--- src/rtl/gf3_pkg.sv ---
package gf3_pkg;
  typedef logic [1:0] trit_t;

  // code 11 or 00 on either side gives 0
  function automatic trit_t t_mul(trit_t x, trit_t y);
    if (x == 2'd0 || y == 2'd0 || x == 2'd3 || y == 2'd3) return 2'd0;
    return (x == y) ? 2'd1 : 2'd2;
  endfunction

  function automatic trit_t t_add(trit_t x, trit_t y);
    logic [2:0] s;
    trit_t xv, yv;
    xv = (x == 2'd3) ? 2'd0 : x;
    yv = (y == 2'd3) ? 2'd0 : y;
    s  = {1'b0, xv} + {1'b0, yv};
    return (s >= 3'd3) ? trit_t'(s - 3'd3) : s[1:0];
  endfunction

  function automatic trit_t t_neg(trit_t x);
    return t_mul(2'd2, x);
  endfunction
endpackage

--- src/rtl/gf3_seq_ctrl.sv ---
module gf3_seq_ctrl #(
  parameter int M = 9
) (
  input  logic clk_i,
  input  logic rst_ni,
  input  logic start_i,
  output logic load_o,
  output logic step_o,
  output logic busy_o,
  output logic done_o
);
  localparam int CW = $clog2(M + 1);

  logic [CW-1:0] cnt_q;
  logic          busy_q, done_q, last;

  assign load_o = start_i & ~busy_q;
  assign step_o = busy_q;
  assign last   = (cnt_q == CW'(M - 1));
  assign busy_o = busy_q;
  assign done_o = done_q;

  always_ff @(posedge clk_i or negedge rst_ni) begin
    if (!rst_ni) begin
      cnt_q  <= '0;
      busy_q <= 1'b0;
      done_q <= 1'b0;
    end else if (load_o) begin
      cnt_q  <= '0;
      busy_q <= 1'b1;
      done_q <= 1'b0;
    end else if (busy_q) begin
      cnt_q  <= cnt_q + 1'b1;
      busy_q <= ~last;
      done_q <= last;
    end else begin
      done_q <= 1'b0;
    end
  end


  done_pulse_chk: assert property (@(posedge clk_i) disable iff (!rst_ni)
    done_o |=> !done_o);

  done_after_busy_chk: assert property (@(posedge clk_i) disable iff (!rst_ni)
    done_o |-> (!busy_o && $past(busy_o)));

  start_busy_chk: assert property (@(posedge clk_i) disable iff (!rst_ni)
    (start_i && !busy_o) |=> busy_o);
endmodule

--- src/rtl/gf3_bcast.sv ---
module gf3_bcast
  import gf3_pkg::*;
#(
  parameter int M = 9
) (
  input  logic         clk_i,
  input  logic         rst_ni,
  input  logic         load_i,
  input  logic         step_i,
  input  logic [2*M-1:0] b_i,
  output trit_t        b_cur_o
);
  logic [2*M-1:0] b_q;

  always_ff @(posedge clk_i or negedge rst_ni) begin
    if (!rst_ni)      b_q <= '0;
    else if (load_i)  b_q <= b_i;
    else if (step_i)  b_q <= {b_q[2*M-3:0], 2'b00};
  end

  // most significant remaining trit goes to every cell
  assign b_cur_o = b_q[2*M-1 -: 2];
endmodule

--- src/rtl/gf3_pe.sv ---
module gf3_pe
  import gf3_pkg::*;
#(
  parameter bit HAS_FB = 1'b0
) (
  input  logic  clk_i,
  input  logic  rst_ni,
  input  logic  load_i,
  input  logic  step_i,
  input  trit_t a_i,
  input  trit_t b_i,
  input  trit_t c_i,
  input  trit_t fb_i,
  input  trit_t nq_i,
  output trit_t c_o
);
  trit_t a_q, c_q, fb_term, c_next;

  generate
    if (HAS_FB) begin : g_fb
      trit_t nq_q;
      always_ff @(posedge clk_i or negedge rst_ni) begin
        if (!rst_ni)     nq_q <= 2'd0;
        else if (load_i) nq_q <= nq_i;
      end
      assign fb_term = t_mul(nq_q, fb_i);
    end else begin : g_plain
      logic unused_fb;
      assign unused_fb = ^{fb_i, nq_i};
      assign fb_term   = 2'd0;
    end
  endgenerate

  assign c_next = t_add(t_add(c_i, t_mul(b_i, a_q)), fb_term);

  always_ff @(posedge clk_i or negedge rst_ni) begin
    if (!rst_ni) begin
      a_q <= 2'd0;
      c_q <= 2'd0;
    end else if (load_i) begin
      a_q <= a_i;
      c_q <= 2'd0;
    end else if (step_i) begin
      c_q <= c_next;
    end
  end

  assign c_o = c_q;


  a_hold_chk: assert property (@(posedge clk_i) disable iff (!rst_ni)
    step_i |=> $stable(a_q));
endmodule

--- src/rtl/gf3_ppr_mult.sv ---
module gf3_ppr_mult
  import gf3_pkg::*;
#(
  parameter int M = 9,
  parameter int K = 4
) (
  input  logic           clk_i,
  input  logic           rst_ni,
  input  logic           start_i,
  input  logic [2*M-1:0] a_i,
  input  logic [2*M-1:0] b_i,
  input  logic [1:0]     qk_i,
  input  logic [1:0]     q0_i,
  output logic           busy_o,
  output logic           done_o,
  output logic [2*M-1:0] prod_o
);
  logic  load, step;
  trit_t b_cur, nq0, nqk;
  trit_t c_w [M];

  gf3_seq_ctrl #(.M(M)) u_ctrl (
    .clk_i, .rst_ni, .start_i,
    .load_o(load), .step_o(step), .busy_o, .done_o
  );

  gf3_bcast #(.M(M)) u_bcast (
    .clk_i, .rst_ni, .load_i(load), .step_i(step), .b_i, .b_cur_o(b_cur)
  );

  assign nq0 = t_neg(q0_i);
  assign nqk = t_neg(qk_i);

  generate
    for (genvar j = 0; j < M; j++) begin : g_cell
      trit_t c_in;
      if (j == 0) begin : g_low
        assign c_in = 2'd0;
      end else begin : g_up
        assign c_in = c_w[j-1];
      end
      gf3_pe #(.HAS_FB((j == 0) || (j == K))) u_pe (
        .clk_i, .rst_ni,
        .load_i(load), .step_i(step),
        .a_i(a_i[2*j +: 2]), .b_i(b_cur), .c_i(c_in),
        .fb_i(c_w[M-1]), .nq_i((j == 0) ? nq0 : nqk),
        .c_o(c_w[j])
      );
      assign prod_o[2*j +: 2] = c_w[j];
    end
  endgenerate


  prod_hold_chk: assert property (@(posedge clk_i) disable iff (!rst_ni)
    (!busy_o && !start_i) |=> $stable(prod_o));
endmodule

--- config.mk ---
export PLATFORM = sky130hd
export DESIGN_NAME = gf3_ppr_mult
export DESIGN_NICKNAME = d
export VERILOG_FILES = /design/src/rtl/gf3_pkg.sv /design/src/rtl/gf3_seq_ctrl.sv /design/src/rtl/gf3_bcast.sv /design/src/rtl/gf3_pe.sv /design/src/rtl/gf3_ppr_mult.sv
export SDC_FILE = /design/constraint.sdc
export NUM_CORES = 1
export LEC_CHECK = 0
export ABC_AREA = 0
export BUFFER_PORTS_ARGS = -buffer_cell sky130_fd_sc_hd__buf_2
export CORE_MARGIN = 5
export CORE_UTILIZATION = 40
export DETAILED_ROUTE_END_ITERATION = 8
export GPL_TIMING_DRIVEN = 0
export PLACE_DENSITY_LB_ADDON = 0.25
export SYNTH_ARGS = -nofsm -noshare
export SYNTH_HDL_FRONTEND = slang
export SYNTH_SLANG_ARGS = --single-unit
--- constraint.sdc ---
create_clock -name clk_i -period 8.6 [get_ports clk_i]
set_clock_uncertainty 0.15 [all_clocks]
set_input_delay 1.72 -clock clk_i [delete_from_list [all_inputs] [get_ports clk_i]]
set_output_delay 1.72 -clock clk_i [all_outputs]
set_load 0.005 [all_outputs]
==> metrics.txt, run 1 <==
# TYPE chip_impl_metric gauge
chip_impl_info{name="result_of_the_run",value="finished clean"} 1
chip_impl_metric{name="drive_gt1_share",unit="%"} 19.1
chip_impl_metric{name="yosysWarningCount",unit=""} 0
chip_impl_info{name="critPathLaunchType",value="register"} 1
chip_impl_metric{name="p_switching",unit="uW"} 605
chip_impl_info{name="unrepaired_setup_endpoints_after_global_routing",value="no"} 1
chip_impl_metric{name="clkTransAtPathRegs",unit="ps"} 80
chip_impl_metric{name="worstPathMaxFanout",unit=""} 10
chip_impl_metric{name="wl_per_cell",unit="um"} 14.8
chip_impl_metric{name="synthesis.area",unit="sq um"} 4050
chip_impl_metric{name="drt_pass1_iterations",unit=""} 6
chip_impl_metric{name="antenna_cells_inserted",unit=""} 0
chip_impl_metric{name="finalMaxSlewViolations",unit=""} 0
chip_impl_info{name="hold_path_class",value="reg2reg"} 1
chip_impl_metric{name="final_setup_violation_count",unit=""} 0
chip_impl_metric{name="ys_seq_elements",unit=""} 64
chip_impl_info{name="dominant_cell_type_by_area_after_synthesis",value="sky130_fd_sc_hd__dfrtp_1"} 1
chip_impl_metric{name="cts_sinks",unit=""} 64
chip_impl_metric{name="first_global_vias",unit=""} 3477
chip_impl_metric{name="syn-instance-count",unit=""} 436
chip_impl_info{name="cp-endpoint",value="g_cell[4].u_pe.c_o[1]$_DFFE_PN0P_"} 1
chip_impl_metric{name="area_delta_synth_final",unit="%"} 17.7
chip_impl_metric{name="drt_iter0_drc",unit=""} 150
chip_impl_metric{name="synth_top_area_share",unit="%"} 39.6
chip_impl_metric{name="max_cap_violations",unit=""} 0
chip_impl_metric{name="drt.antenna.violating_nets",unit=""} 0
chip_impl_metric{name="p_int",unit="uW"} 928
chip_impl_metric{name="final_util",unit="%"} 48.5
chip_impl_metric{name="totalWireLength",unit="mm"} 9.55
chip_impl_metric{name="final_hold_viol_count",unit=""} 0
chip_impl_metric{name="postLayoutCellArea",unit="sq um"} 4760
chip_impl_metric{name="worstMarginPinSlew",unit="ps"} 839
chip_impl_metric{name="cp_data_required_time",unit="ps"} 8680
chip_impl_metric{name="grt_first_pass_wirelength",unit="mm"} 16.5
chip_impl_metric{name="globalRouteOverflowTotal",unit=""} 0
chip_impl_metric{name="clock_tree.htree_level_count",unit=""} 3
chip_impl_info{name="cts_tree",value="built"} 1
chip_impl_metric{name="post_dp_cell_area",unit="sq um"} 4520
chip_impl_metric{name="grt_antenna_before_repair",unit=""} 0
chip_impl_metric{name="ir_drop",unit="mV"} 0.158
chip_impl_metric{name="gp_routability_congestion",unit=""} 0.769
chip_impl_metric{name="filler_cell_count",unit=""} 1007
chip_impl_metric{name="cts.repair_timing.setup_buffer_count",unit=""} 0
chip_impl_metric{name="cts_resized",unit=""} 0
chip_impl_info{name="crit-reg2reg-capture",value="g_cell[4].u_pe.c_o[1]$_DFFE_PN0P_"} 1
chip_impl_metric{name="max-clock-path-buffers",unit=""} 2
chip_impl_info{name="synth_top_cells_by_area",value="sky130_fd_sc_hd__dfrtp_1 40%, sky130_fd_sc_hd__nand2_1 8.5%, sky130_fd_sc_hd__mux2i_1 7.9%"} 1
chip_impl_metric{name="final_min_period_over_clock_period",unit="%"} 51.0
chip_impl_metric{name="design.final.nets",unit=""} 583
chip_impl_metric{name="dp_hpwl",unit="mm"} 7.14
chip_impl_metric{name="floorplan.die_area",unit="sq um"} 12200
chip_impl_metric{name="totalNegativeSetupSlack",unit="ps"} 0
chip_impl_metric{name="via_count",unit=""} 3250
chip_impl_info{name="r2r-start",value="u_bcast.b_q[16]$_DFFE_PN0P_"} 1
chip_impl_metric{name="seq_area_frac_synth",unit="%"} 39.6
chip_impl_metric{name="cts-hold-fix-buffers",unit=""} 0
chip_impl_metric{name="power_density",unit="nW/um^2"} 322
chip_impl_info{name="worst_path_max_delay_cell",value="sky130_fd_sc_hd__fa_1"} 1
chip_impl_metric{name="die-height",unit="um"} 111
chip_impl_metric{name="worst_slew_margin_rel",unit="%"} 44.0
chip_impl_metric{name="arrival",unit="ps"} 4470
chip_impl_info{name="worstSetupStartpoint",value="u_bcast.b_q[16]$_DFFE_PN0P_"} 1
chip_impl_info{name="critPathCaptureType",value="register"} 1
chip_impl_metric{name="rrSetupSlack",unit="ps"} 4220
chip_impl_metric{name="pin_count_of_the_biggest_net_entering_global_routing",unit=""} 65
chip_impl_metric{name="worstSkewPairLatency",unit="ps"} 350
chip_impl_metric{name="tritoncts.num_buffers",unit=""} 9
chip_impl_metric{name="drt-vias-per-instance",unit=""} 5.03
chip_impl_metric{name="timing.reg2reg.worst_path_depth",unit=""} 20
chip_impl_metric{name="timing.critical_path.slowest_cell_delay",unit="ps"} 530
chip_impl_info{name="timing.critical_path.cells",value="nand2b_1 > buf_2 > buf_4 > o22ai_1 > ha_1 > inv_1 > fa_1 > inv_1 > ha_1 > nor2b_1 > nand3_1 > o31ai_1 > ha_1 > inv_1 > fa_1 > inv_1 > ha_1 > nor2b_1 > nand2_1 > a32o_1"} 1
chip_impl_metric{name="max_freq",unit="GHz"} 0.228
chip_impl_metric{name="floorplan.initialDensity",unit="%"} 41.2
chip_impl_metric{name="comb_power_share",unit="%"} 46.4
chip_impl_info{name="cts_root_cell",value="sky130_fd_sc_hd__clkbuf_8"} 1
chip_impl_metric{name="power_leakage",unit="uW"} 0.00240
chip_impl_metric{name="io_buffer_count",unit=""} 61
chip_impl_metric{name="switching_share",unit="%"} 39.5
chip_impl_metric{name="die_extent_in_x",unit="um"} 111
chip_impl_metric{name="synthesis.area_per_instance",unit="sq um"} 9.28
chip_impl_metric{name="num_rows",unit=""} 36
chip_impl_info{name="worst-setup-path-type",value="reg2reg"} 1
chip_impl_metric{name="floorplan.core_area",unit="sq um"} 9820
chip_impl_metric{name="period_needed",unit="ps"} 4380
chip_impl_metric{name="syn-num-nets",unit=""} 511
chip_impl_metric{name="global_route.usage.total",unit="%"} 16.5
chip_impl_metric{name="ioPinCount",unit=""} 63
chip_impl_metric{name="pwr-share-clk",unit="%"} 20.9
chip_impl_metric{name="drc",unit=""} 0
chip_impl_metric{name="power.share.sequential",unit="%"} 32.7
chip_impl_metric{name="netlist-cell-type-count",unit=""} 37
metrics by stage:
| step | cells | total power (uW) | hold WS (ps) | worst slack [ps] |
|---|---|---|---|---|
| 4_1_cts | 646 | 1550 | 344 | 4240 |
| 3_5_place_dp | 630 | 1220 | 327 | 4270 |
| 5_1_grt | 646 | 1680 | 373 | 3950 |
| 6_report | 646 | 1530 | 339 | 4220 |
| 2_1_floorplan | 436 | 1020 | 300 | 4640 |
| 3_3_place_gp | 630 | 1180 | 314 | 4400 |
cells in the final DEF (no fill, tap or decap), types with 2 or more instances in the layout:
cell                        count
sky130_fd_sc_hd__nand2_1       92
sky130_fd_sc_hd__buf_2         65
sky130_fd_sc_hd__dfrtp_1       64
sky130_fd_sc_hd__o21ai_1       36
sky130_fd_sc_hd__inv_1         35
sky130_fd_sc_hd__nand2b_1      35
sky130_fd_sc_hd__mux2i_1       32
sky130_fd_sc_hd__ha_1          22
sky130_fd_sc_hd__nor2b_1       14
sky130_fd_sc_hd__buf_4         11
sky130_fd_sc_hd__fa_1          10
sky130_fd_sc_hd__o22ai_1        9
sky130_fd_sc_hd__o22a_1         9
sky130_fd_sc_hd__clkbuf_8       9
sky130_fd_sc_hd__nor2_1         7
sky130_fd_sc_hd__a21oi_1        6
sky130_fd_sc_hd__and4b_1        5
sky130_fd_sc_hd__nand3b_1       5
sky130_fd_sc_hd__o31ai_1        5
sky130_fd_sc_hd__nand3_1        3
sky130_fd_sc_hd__a22o_1         3
sky130_fd_sc_hd__nor3b_1        3
sky130_fd_sc_hd__a21o_1         3
sky130_fd_sc_hd__buf_6          3
sky130_fd_sc_hd__bufinv_16      3
sky130_fd_sc_hd__or2_1          2
sky130_fd_sc_hd__nor3_1         2
sky130_fd_sc_hd__a31oi_1        2
sky130_fd_sc_hd__or3b_1         2
sky130_fd_sc_hd__o211ai_1       2
sky130_fd_sc_hd__clkbuf_1       2
sky130_fd_sc_hd__clkinv_4       2
worst min path at each step:
stage | from | end | slack, ps | cells after the start
6_report | u_bcast.b_q[4]$_DFFE_PN0P_ | u_bcast.b_q[6]$_DFFE_PN0P_ | 340 | 2
5_1_grt | u_bcast.b_q[4]$_DFFE_PN0P_ | u_bcast.b_q[6]$_DFFE_PN0P_ | 370 | 2
4_1_cts | u_bcast.b_q[4]$_DFFE_PN0P_ | u_bcast.b_q[6]$_DFFE_PN0P_ | 340 | 2
3_5_place_dp | g_cell[0].u_pe.a_q[0]$_DFFE_PN0P_ | g_cell[0].u_pe.a_q[0]$_DFFE_PN0P_ | 330 | 2
3_3_place_gp | u_bcast.b_q[3]$_DFFE_PN0P_ | u_bcast.b_q[5]$_DFFE_PN0P_ | 310 | 2
2_1_floorplan | g_cell[0].u_pe.g_fb.nq_q[0]$_DFFE_PN0P_ | g_cell[0].u_pe.g_fb.nq_q[0]$_DFFE_PN0P_ | 300 | 2
Yosys cell counts, drive strengths merged:
cell	count
clkbuf	2
a21o	3
nor2b	14
a22o	3
and4b	5
or3b	2
nand3b	5
a31oi	2
fa	10
a21oi	6
and2b	1
nor3	2
nand3	3
mux2	1
o211ai	2
nor3b	3
nand2b	36
o22a	9
xnor2	1
dfrtp	64
o21a	1
buf	18
nand2	92
nand4b	1
nor2	8
ha	22
or2	2
o31ai	5
o21ai	36
mux2i	32
a32o	1
inv	35
o22ai	9
worst max-delay path: cells and delay by family, from the launching register on:
family | cells | cell delay [ps]
AO/OA/AOI/OAI | 3 | 520
buffers and inverters | 6 | 560
flip-flops | 1 | 440
adder cells (fa/ha/maj) | 6 | 1740
AND/OR/NAND/NOR | 5 | 840
cells by family (layout without fill, tap and decap cells):
family,count (synthesis),in the layout,synth area share (%)
multiplexers,33,33,8.19
flip-flops,64,64,39.6
XOR/XNOR,1,1,0.216
AO/OA/AOI/OAI,77,77,11.8
AND/OR/NAND/NOR,174,174,21.7
adder cells (fa/ha/maj),32,32,11.8
buffers and inverters,55,132,6.74
power groups by stage:
stage,Sequential [uW],Combinational [uW],Clock (uW)
2_1_floorplan,483,541,0
3_3_place_gp,501,684,0
3_5_place_dp,505,718,0
4_1_cts,500,723,327
5_1_grt,518,822,340
6_report,501,711,320
layout make-up:
class,count,area (sq um),area share [%]
Multi-Input combinational cell,317,2170,45.6
Sequential cell,64,1600,33.6
Timing Repair Buffer,61,308,6.46
Tap cell,133,166,3.49
Buffer,20,141,2.97
Inverter,35,131,2.76
Clock buffer,9,124,2.60
Clock inverter,7,120,2.52
flip-flops by register name, summed over array words and instances (netlist names):
| signal | flops |
|---|---|
| g_cell.u_pe.a_q | 18 |
| g_cell.u_pe.c_o | 18 |
| g_cell.u_pe.g_fb.nq_q | 4 |
| u_bcast.b_q | 18 |
| u_ctrl.busy_o | 1 |
| u_ctrl.cnt_q | 4 |
| u_ctrl.done_o | 1 |
per-layer routing:
| metal | vias to the layer above | global-route usage, % | part of all wire (%) |
|---|---|---|---|
| li1 | 1602 | - | - |
| met1 | 1575 | 20.1 | 44 |
| met2 | 63 | 28.2 | 50 |
| met3 | 10 | 5.25 | 5.1 |
| met4 | 0 | 4.19 | 1.1 |
| met5 | - | 0 | 0 |
Note: power is estimated with default switching activity, not from simulation.
==> run 2: changes to the inputs <==
- ABC_AREA: 0 -> 1
- clock period: 8.6 -> 3.6 ns (I/O delays scaled with it)
==> run 2 against run 1 <==
The flow now finishes with violations (negative setup slack). Final cell count increased by 24%. Sequential power increased by 140%. Design area increased by 7.5%. Synthesized area increased by 5.3%. First-iteration DRC count increased by 39%. Power increased to 2.7 times the previous value. Critical path type unchanged. Critical endpoint unchanged. Largest cell class unchanged. Largest power group unchanged.
==> metrics.txt, run 2 <==
# TYPE chip_impl_metric gauge
chip_impl_info{name="synth_top_cells_by_area",value="sky130_fd_sc_hd__dfrtp_1 38%, sky130_fd_sc_hd__nand2_1 17%, sky130_fd_sc_hd__inv_1 8.8%"} 1
chip_impl_metric{name="power_leakage",unit="uW"} 0.00272
chip_impl_metric{name="final_hold_viol_count",unit=""} 0
chip_impl_metric{name="synth.mux.area_fraction",unit="%"} 0
chip_impl_info{name="critPathLaunchType",value="register"} 1
chip_impl_info{name="result_of_the_run",value="finished with violations"} 1
chip_impl_metric{name="yosysWarningCount",unit=""} 0
chip_impl_metric{name="cp_data_required_time",unit="ps"} 3690
chip_impl_metric{name="wl_per_cell",unit="um"} 14.5
chip_impl_info{name="unrepaired_setup_endpoints_after_global_routing",value="yes"} 1
chip_impl_metric{name="arrival",unit="ps"} 4090
chip_impl_metric{name="netlist-cell-type-count",unit=""} 30
chip_impl_metric{name="grt_first_pass_wirelength",unit="mm"} 18.9
chip_impl_metric{name="max-clock-path-buffers",unit=""} 2
chip_impl_metric{name="power_density",unit="nW/um^2"} 809
chip_impl_metric{name="syn-num-nets",unit=""} 652
chip_impl_metric{name="area_delta_synth_final",unit="%"} 20.2
chip_impl_metric{name="floorplan.die_area",unit="sq um"} 12800
chip_impl_metric{name="drt_iter0_drc",unit=""} 209
chip_impl_metric{name="synth_simple_gate_area_share",unit="%"} 28.5
chip_impl_metric{name="synthAdderAreaFrac",unit="%"} 11.2
chip_impl_metric{name="totalWireLength",unit="mm"} 11.6
chip_impl_metric{name="yosys.area_share.xor_xnor",unit="%"} 1.65
chip_impl_metric{name="dp_hpwl",unit="mm"} 8.18
chip_impl_info{name="cts_tree",value="built"} 1
chip_impl_metric{name="via_count",unit=""} 3978
chip_impl_metric{name="io_buffer_count",unit=""} 62
chip_impl_metric{name="finalWorstSetupSlack",unit="ps"} -397
chip_impl_info{name="failed_checks",value="negative setup slack"} 1
chip_impl_metric{name="p_int",unit="uW"} 2250
chip_impl_metric{name="die_extent_in_x",unit="um"} 113
chip_impl_metric{name="drive_gt1_share",unit="%"} 19.5
chip_impl_info{name="final_common_cell",value="sky130_fd_sc_hd__nand2_1"} 1
chip_impl_metric{name="grt_antenna_before_repair",unit=""} 0
chip_impl_metric{name="clkTransAtPathRegs",unit="ps"} 80
chip_impl_metric{name="switching_share",unit="%"} 45.6
chip_impl_metric{name="first_global_vias",unit=""} 3969
chip_impl_info{name="layout.cells.most_common_list",value="193 x sky130_fd_sc_hd__nand2_1, 93 x sky130_fd_sc_hd__inv_1, 68 x sky130_fd_sc_hd__buf_2, 64 x sky130_fd_sc_hd__dfrtp_1, 38 x sky130_fd_sc_hd__nand3_1"} 1
chip_impl_metric{name="gp_routability_congestion",unit=""} 0.850
chip_impl_metric{name="p_switching",unit="uW"} 1890
chip_impl_metric{name="pin_count_of_the_biggest_net_entering_global_routing",unit=""} 65
chip_impl_metric{name="number_of_enable_flip_flop_cells_after_synthesis",unit=""} 0
chip_impl_metric{name="syn-instance-count",unit=""} 577
chip_impl_metric{name="worstMarginPinSlew",unit="ps"} 827
chip_impl_metric{name="globalRouteOverflowTotal",unit=""} 0
chip_impl_info{name="critPathCaptureType",value="register"} 1
chip_impl_metric{name="cts_sinks",unit=""} 64
chip_impl_metric{name="filler_cell_count",unit=""} 1081
chip_impl_metric{name="ir_drop",unit="mV"} 0.307
chip_impl_metric{name="antenna_cells_inserted",unit=""} 0
chip_impl_metric{name="power.share.sequential",unit="%"} 28.6
chip_impl_metric{name="drc",unit=""} 0
chip_impl_info{name="worst_path_max_delay_cell",value="sky130_fd_sc_hd__fa_1"} 1
chip_impl_metric{name="ioPinCount",unit=""} 63
chip_impl_info{name="dominant_cell_type_by_area_after_synthesis",value="sky130_fd_sc_hd__dfrtp_1"} 1
chip_impl_info{name="dominant_combinational_cell_family_by_area_after_synthesis",value="simple AND/OR/NAND/NOR gates"} 1
chip_impl_metric{name="finalMaxSlewViolations",unit=""} 0
chip_impl_metric{name="tritoncts.num_buffers",unit=""} 9
chip_impl_info{name="yosys-top-cells-count",value="197 x sky130_fd_sc_hd__nand2_1, 100 x sky130_fd_sc_hd__inv_1, 64 x sky130_fd_sc_hd__dfrtp_1"} 1
chip_impl_info{name="hold_path_class",value="in2async"} 1
chip_impl_metric{name="synthesis.area",unit="sq um"} 4260
chip_impl_metric{name="drt-vias-per-instance",unit=""} 4.97
chip_impl_metric{name="dp_worst_setup_slack",unit="ps"} -509
chip_impl_metric{name="asyncSetResetFlopFracSynth",unit="%"} 100
chip_impl_metric{name="clock_tree.htree_level_count",unit=""} 3
chip_impl_info{name="worst-setup-path-type",value="reg2reg"} 1
chip_impl_metric{name="final_setup_violation_count",unit=""} 2
chip_impl_info{name="synth_flop_cell",value="sky130_fd_sc_hd__dfrtp_1"} 1
chip_impl_metric{name="period_needed",unit="ps"} 4000
chip_impl_info{name="crit_path_frequent_cell",value="sky130_fd_sc_hd__inv_2"} 1
chip_impl_metric{name="num_rows",unit=""} 37
chip_impl_metric{name="worstSkewPairLatency",unit="ps"} 350
chip_impl_metric{name="ys_seq_elements",unit=""} 64
chip_impl_metric{name="max_cap_violations",unit=""} 0
chip_impl_metric{name="synth_top_area_share",unit="%"} 37.6
chip_impl_info{name="yosysMostFrequentCell",value="sky130_fd_sc_hd__nand2_1"} 1
chip_impl_metric{name="pwr-share-clk",unit="%"} 15.3
chip_impl_metric{name="worstPathMaxFanout",unit=""} 3
chip_impl_metric{name="whs",unit="ps"} 321
chip_impl_metric{name="floorplan.core_area",unit="sq um"} 10400
chip_impl_metric{name="timing.critical_path.slowest_cell_delay",unit="ps"} 510
chip_impl_metric{name="synthesis.area_per_instance",unit="sq um"} 7.38
chip_impl_metric{name="drt_pass1_iterations",unit=""} 4
chip_impl_info{name="cts_root_cell",value="sky130_fd_sc_hd__clkbuf_8"} 1
chip_impl_metric{name="worst_slew_margin_rel",unit="%"} 44.9
chip_impl_metric{name="max_freq",unit="GHz"} 0.250
chip_impl_metric{name="final_min_period_over_clock_period",unit="%"} 111
chip_impl_metric{name="floorplan.initialDensity",unit="%"} 41.1
chip_impl_metric{name="comb_power_share",unit="%"} 56.0
chip_impl_metric{name="global_route.usage.total",unit="%"} 18.5
chip_impl_metric{name="seq_area_frac_synth",unit="%"} 37.6
chip_impl_metric{name="die-height",unit="um"} 113
chip_impl_metric{name="drt.antenna.violating_nets",unit=""} 0
chip_impl_metric{name="design.final.nets",unit=""} 735
chip_impl_metric{name="synth_area_in_compound_gates",unit="%"} 9.75
run 2: what timing repair did:
item	CTS	global route
pin swaps	4	5
hold buffers	0	0
setup endpoints to repair	2	2
setup buffers	8	2
resized for setup	10	12
run 2: worst paths after layout:
check | startpoint | end | slack, ps | depth (start not counted)
min reg2reg | u_bcast.b_q[8]$_DFFE_PN0P_ | u_bcast.b_q[10]$_DFFE_PN0P_ | 340 | 2
max in group asynchronous | rst_ni | u_bcast.b_q[2]$_DFFE_PN0P_ | 2440 | 1
max reg2reg | u_bcast.b_q[16]$_DFFE_PN0P_ | g_cell[4].u_pe.c_o[1]$_DFFE_PN0P_ | -400 | 25
max | u_bcast.b_q[16]$_DFFE_PN0P_ | g_cell[4].u_pe.c_o[1]$_DFFE_PN0P_ | -400 | 25
min | rst_ni | g_cell[7].u_pe.c_o[1]$_DFFE_PN0P_ | 320 | 1
min in group clk_i | u_bcast.b_q[8]$_DFFE_PN0P_ | u_bcast.b_q[10]$_DFFE_PN0P_ | 340 | 2
run 2: cell families after synthesis:
family | after synthesis
buffers and inverters | 118
adder cells (fa/ha/maj) | 32
XOR/XNOR | 8
AO/OA/AOI/OAI | 67
flip-flops | 64
AND/OR/NAND/NOR | 288
run 2: through the flow:
stage	TNS (ps)	instance area [sq um]	instances	total power (uW)	util, %
3_3_place_gp	-780	4770	775	3200	46.0
4_1_cts	-713	5060	799	4080	48.8
6_report	-761	5120	801	4140	49.4
3_5_place_dp	-1010	4780	775	3300	46.1
5_1_grt	-1160	5120	801	4550	49.4
2_1_floorplan	-143	4290	577	2760	-
run 2: power by group through the flow:
stage	clock network, uW	logic, uW	registers (uW)
after floorplan	0	1600	1160
after global placement	0	2020	1180
after detailed placement	0	2120	1190
after CTS	648	2250	1180
after global routing	677	2650	1220
final	635	2320	1190
run 2: critical path, delay by kind of cell (launching register included):
kind	cells	cell delay, ps
adder cells (fa/ha/maj)	6	1680
AO/OA/AOI/OAI	2	160
buffers and inverters	7	440
flip-flops	1	430
AND/OR/NAND/NOR	10	1030
run 2: area by class of cell:
cell class,instances,area [sq um],share of cell area (%)
Timing Repair Buffer,72,388,7.58
Inverter,103,393,7.67
Tap cell,136,170,3.32
Buffer,15,106,2.08
Sequential cell,64,1600,31.3
Multi-Input combinational cell,395,2270,44.3
Clock buffer,9,124,2.42
Clock inverter,7,71.3,1.39
run 2: metal layers:
layer	global-route usage (%)	up-vias	share of wire, %
li1	-	1971	-
met1	23.4	1874	44
met2	32.1	113	49
met3	3.96	20	5.8
met4	5.21	0	1.7
met5	0	-	0
==> run 3: changes to the inputs <==
- CTS_BUF_LIST: default -> sky130_fd_sc_hd__clkbuf_8
- GPL_TIMING_DRIVEN: 0 -> default
==> run 3 against run 2 <==
The run still ends with negative setup slack left. Sequential share of layout area increased by 0.51 points. Final cell count down 0.75%. Non-clock buffer count shrank 6. Power fell by 4.0%. Utilization is 0.71 points lower. Via count shrank 2.0%. First-iteration DRC count is 14% lower. Worst setup slack gained 89 ps. Wire length fell by 9.7%. Sequential power about the same. Count of clock-buffer cells in the layout is 1 higher.
==> metrics.txt, run 3 (synthesized netlist as in run 2, its figures left out) <==
# TYPE chip_impl_metric gauge
chip_impl_metric{name="drt_iter0_drc",unit=""} 180
chip_impl_metric{name="ioPinCount",unit=""} 63
chip_impl_metric{name="cts-hold-fix-buffers",unit=""} 0
chip_impl_info{name="cts_tree",value="built"} 1
chip_impl_metric{name="area_delta_synth_final",unit="%"} 18.5
chip_impl_metric{name="drt_pass1_iterations",unit=""} 4
chip_impl_metric{name="max_cap_violations",unit=""} 0
chip_impl_metric{name="tritoncts.num_buffers",unit=""} 9
chip_impl_metric{name="design.final.nets",unit=""} 729
chip_impl_metric{name="antenna_cells_inserted",unit=""} 0
chip_impl_info{name="layout.cells.most_common_list",value="191 x sky130_fd_sc_hd__nand2_1, 93 x sky130_fd_sc_hd__inv_1, 62 x sky130_fd_sc_hd__dfrtp_1, 62 x sky130_fd_sc_hd__buf_2, 37 x sky130_fd_sc_hd__nand3_1"} 1
chip_impl_info{name="critPathCaptureType",value="register"} 1
chip_impl_metric{name="floorplan.core_area",unit="sq um"} 10400
chip_impl_metric{name="via_count",unit=""} 3899
chip_impl_info{name="result_of_the_run",value="finished with violations"} 1
chip_impl_info{name="failed_checks",value="negative setup slack"} 1
chip_impl_metric{name="io_buffer_count",unit=""} 62
chip_impl_metric{name="power.share.sequential",unit="%"} 30.5
chip_impl_metric{name="globalRouteOverflowTotal",unit=""} 0
chip_impl_metric{name="power_density",unit="nW/um^2"} 788
chip_impl_metric{name="drt.antenna.violating_nets",unit=""} 0
chip_impl_metric{name="cp_data_required_time",unit="ps"} 3680
chip_impl_metric{name="pwr-share-clk",unit="%"} 14.3
chip_impl_metric{name="floorplan.die_area",unit="sq um"} 12800
chip_impl_info{name="unrepaired_setup_endpoints_after_global_routing",value="yes"} 1
chip_impl_metric{name="die-height",unit="um"} 113
chip_impl_metric{name="p_int",unit="uW"} 2170
chip_impl_info{name="hold_path_class",value="in2async"} 1
chip_impl_metric{name="wl_per_cell",unit="um"} 13.2
chip_impl_metric{name="drive_gt1_share",unit="%"} 19.6
chip_impl_metric{name="filler_cell_count",unit=""} 1062
chip_impl_metric{name="final_util",unit="%"} 48.7
chip_impl_metric{name="grt_first_pass_wirelength",unit="mm"} 17.6
chip_impl_metric{name="finalWorstSetupSlack",unit="ps"} -308
chip_impl_metric{name="multi_input_comb_area",unit="sq um"} 2240
chip_impl_metric{name="final_hold_viol_count",unit=""} 0
chip_impl_info{name="worst-setup-path-type",value="reg2reg"} 1
chip_impl_metric{name="drt-vias-per-instance",unit=""} 4.90
chip_impl_metric{name="max_freq",unit="GHz"} 0.256
chip_impl_metric{name="clkTransAtPathRegs",unit="ps"} 70
chip_impl_metric{name="dp_hpwl",unit="mm"} 7.82
chip_impl_metric{name="global_route.usage.total",unit="%"} 17.0
chip_impl_metric{name="worstMarginPinSlew",unit="ps"} 803
chip_impl_metric{name="drc",unit=""} 0
chip_impl_metric{name="clock_tree.htree_level_count",unit=""} 3
chip_impl_metric{name="power_leakage",unit="uW"} 0.00270
chip_impl_metric{name="totalNegativeSetupSlack",unit="ps"} -594
chip_impl_metric{name="cts_sinks",unit=""} 64
chip_impl_metric{name="max-clock-path-buffers",unit=""} 2
chip_impl_metric{name="grt_antenna_before_repair",unit=""} 0
chip_impl_metric{name="comb_power_share",unit="%"} 55.2
chip_impl_metric{name="first_global_vias",unit=""} 3982
chip_impl_metric{name="final_min_period_over_clock_period",unit="%"} 109
chip_impl_metric{name="worst_slew_margin_rel",unit="%"} 46.5
chip_impl_metric{name="p_switching",unit="uW"} 1800
chip_impl_metric{name="num_rows",unit=""} 37
chip_impl_metric{name="period_needed",unit="ps"} 3910
chip_impl_metric{name="worstPathMaxFanout",unit=""} 4
chip_impl_metric{name="ff_latch_area",unit="sq um"} 1600
chip_impl_metric{name="totalWireLength",unit="mm"} 10.5
chip_impl_metric{name="dp_worst_setup_slack",unit="ps"} -445
chip_impl_metric{name="dp.cells",unit=""} 772
chip_impl_metric{name="fin_cells",unit=""} 795
chip_impl_metric{name="worstSkewPairLatency",unit="ps"} 340
chip_impl_metric{name="final_setup_violation_count",unit=""} 2
chip_impl_metric{name="floorplan.initialDensity",unit="%"} 41.1
chip_impl_info{name="critPathLaunchType",value="register"} 1
chip_impl_metric{name="finalMaxSlewViolations",unit=""} 0
chip_impl_info{name="cts_root_cell",value="sky130_fd_sc_hd__clkbuf_8"} 1
chip_impl_metric{name="gp_routability_congestion",unit=""} 0.767
chip_impl_metric{name="ir_drop",unit="mV"} 0.375
chip_impl_metric{name="arrival",unit="ps"} 3990
chip_impl_metric{name="switching_share",unit="%"} 45.3
chip_impl_metric{name="pin_count_of_the_biggest_net_entering_global_routing",unit=""} 37
chip_impl_metric{name="whs",unit="ps"} 289
chip_impl_metric{name="die_extent_in_x",unit="um"} 113
chip_impl_info{name="final_common_cell",value="sky130_fd_sc_hd__nand2_1"} 1
[run 3: cell count changes in the layout (fill, tap and decap cells not counted), sizes merged]
cell      delta
clkinv       +2
bufinv       -1
buf          -5
inv          +1
clkinvlp     -3
[run 3: metal layers]
| layer | wire (um) | up-vias | track usage [%] |
|---|---|---|---|
| li1 | - | 1961 | - |
| met1 | 4710 | 1827 | 20.4 |
| met2 | 5080 | 92 | 30.3 |
| met3 | 480 | 19 | 3.53 |
| met4 | 204 | 0 | 5.29 |
| met5 | 0 | - | 0 |
[run 3: cell type report]
| class | instances | area share (%) |
|---|---|---|
| inverters | 103 | 7.66 |
| clock inverters | 6 | 0.868 |
| clock buffers | 10 | 2.73 |
| well taps | 136 | 3.37 |
| multi-input cells | 395 | 44.4 |
| repair buffers | 81 | 9.22 |
| flip-flops and latches | 64 | 31.8 |
[run 3: power by group through the flow]
| stage | clock network (uW) | logic [uW] | registers, uW |
|---|---|---|---|
| global placement | 0 | 1960 | 1210 |
| CTS | 588 | 2150 | 1210 |
| global route | 623 | 2540 | 1260 |
| floorplan | 0 | 1600 | 1160 |
| finish | 568 | 2190 | 1210 |
| detailed placement | 0 | 2070 | 1220 |
[run 3: final timing paths]
| path | start | end | slack (ps) | cells after the start |
|---|---|---|---|---|
| max | u_bcast.b_q[17]$_DFFE_PN0P_ | g_cell[4].u_pe.c_o[1]$_DFFE_PN0P_ | -310 | 25 |
| min | rst_ni | g_cell[7].u_pe.c_o[0]$_DFFE_PN0P_ | 290 | 1 |
| max reg2reg | u_bcast.b_q[17]$_DFFE_PN0P_ | g_cell[4].u_pe.c_o[1]$_DFFE_PN0P_ | -310 | 25 |
| min reg2reg | u_bcast.b_q[10]$_DFFE_PN0P_ | u_bcast.b_q[10]$_DFFE_PN0P_ | 340 | 2 |
| max in group asynchronous | rst_ni | u_bcast.b_q[16]$_DFFE_PN0P_ | 2350 | 2 |
| min in group clk_i | u_bcast.b_q[10]$_DFFE_PN0P_ | u_bcast.b_q[10]$_DFFE_PN0P_ | 340 | 2 |
[run 3: through the flow]
step                power, uW  cell area, sq um
finish                   3980              5050
global route             4420              5050
CTS                      3950              5010
detailed placement       3300              4770
global placement         3180              4770
floorplan                2760              4290
[run 3: critical path: stages (launching register included)]
cell	delay [ps]
sky130_fd_sc_hd__dfrtp_2	430
sky130_fd_sc_hd__inv_2	60
sky130_fd_sc_hd__nand2_2	80
sky130_fd_sc_hd__nand2_4	50
sky130_fd_sc_hd__nor3_2	120
sky130_fd_sc_hd__nor2b_2	180
sky130_fd_sc_hd__ha_2	180
sky130_fd_sc_hd__inv_2	30
sky130_fd_sc_hd__fa_1	500
sky130_fd_sc_hd__inv_1	60
sky130_fd_sc_hd__ha_2	170
sky130_fd_sc_hd__inv_2	70
sky130_fd_sc_hd__nand3_4	90
sky130_fd_sc_hd__nand2_2	80
sky130_fd_sc_hd__o21ai_2	60
sky130_fd_sc_hd__nor2_1	110
sky130_fd_sc_hd__ha_2	180
sky130_fd_sc_hd__inv_2	30
sky130_fd_sc_hd__fa_1	520
sky130_fd_sc_hd__inv_1	70
sky130_fd_sc_hd__ha_2	170
sky130_fd_sc_hd__inv_2	70
sky130_fd_sc_hd__nand3_2	80
sky130_fd_sc_hd__nand2_2	70
sky130_fd_sc_hd__o21bai_1	120
sky130_fd_sc_hd__nand2_1	60
[run 3: repair_timing]
item | CTS | global route
pin swaps | 2 | 3
gates resized for setup | 10 | 9
setup endpoints to repair | 2 | 2
setup buffers | 5 | 2
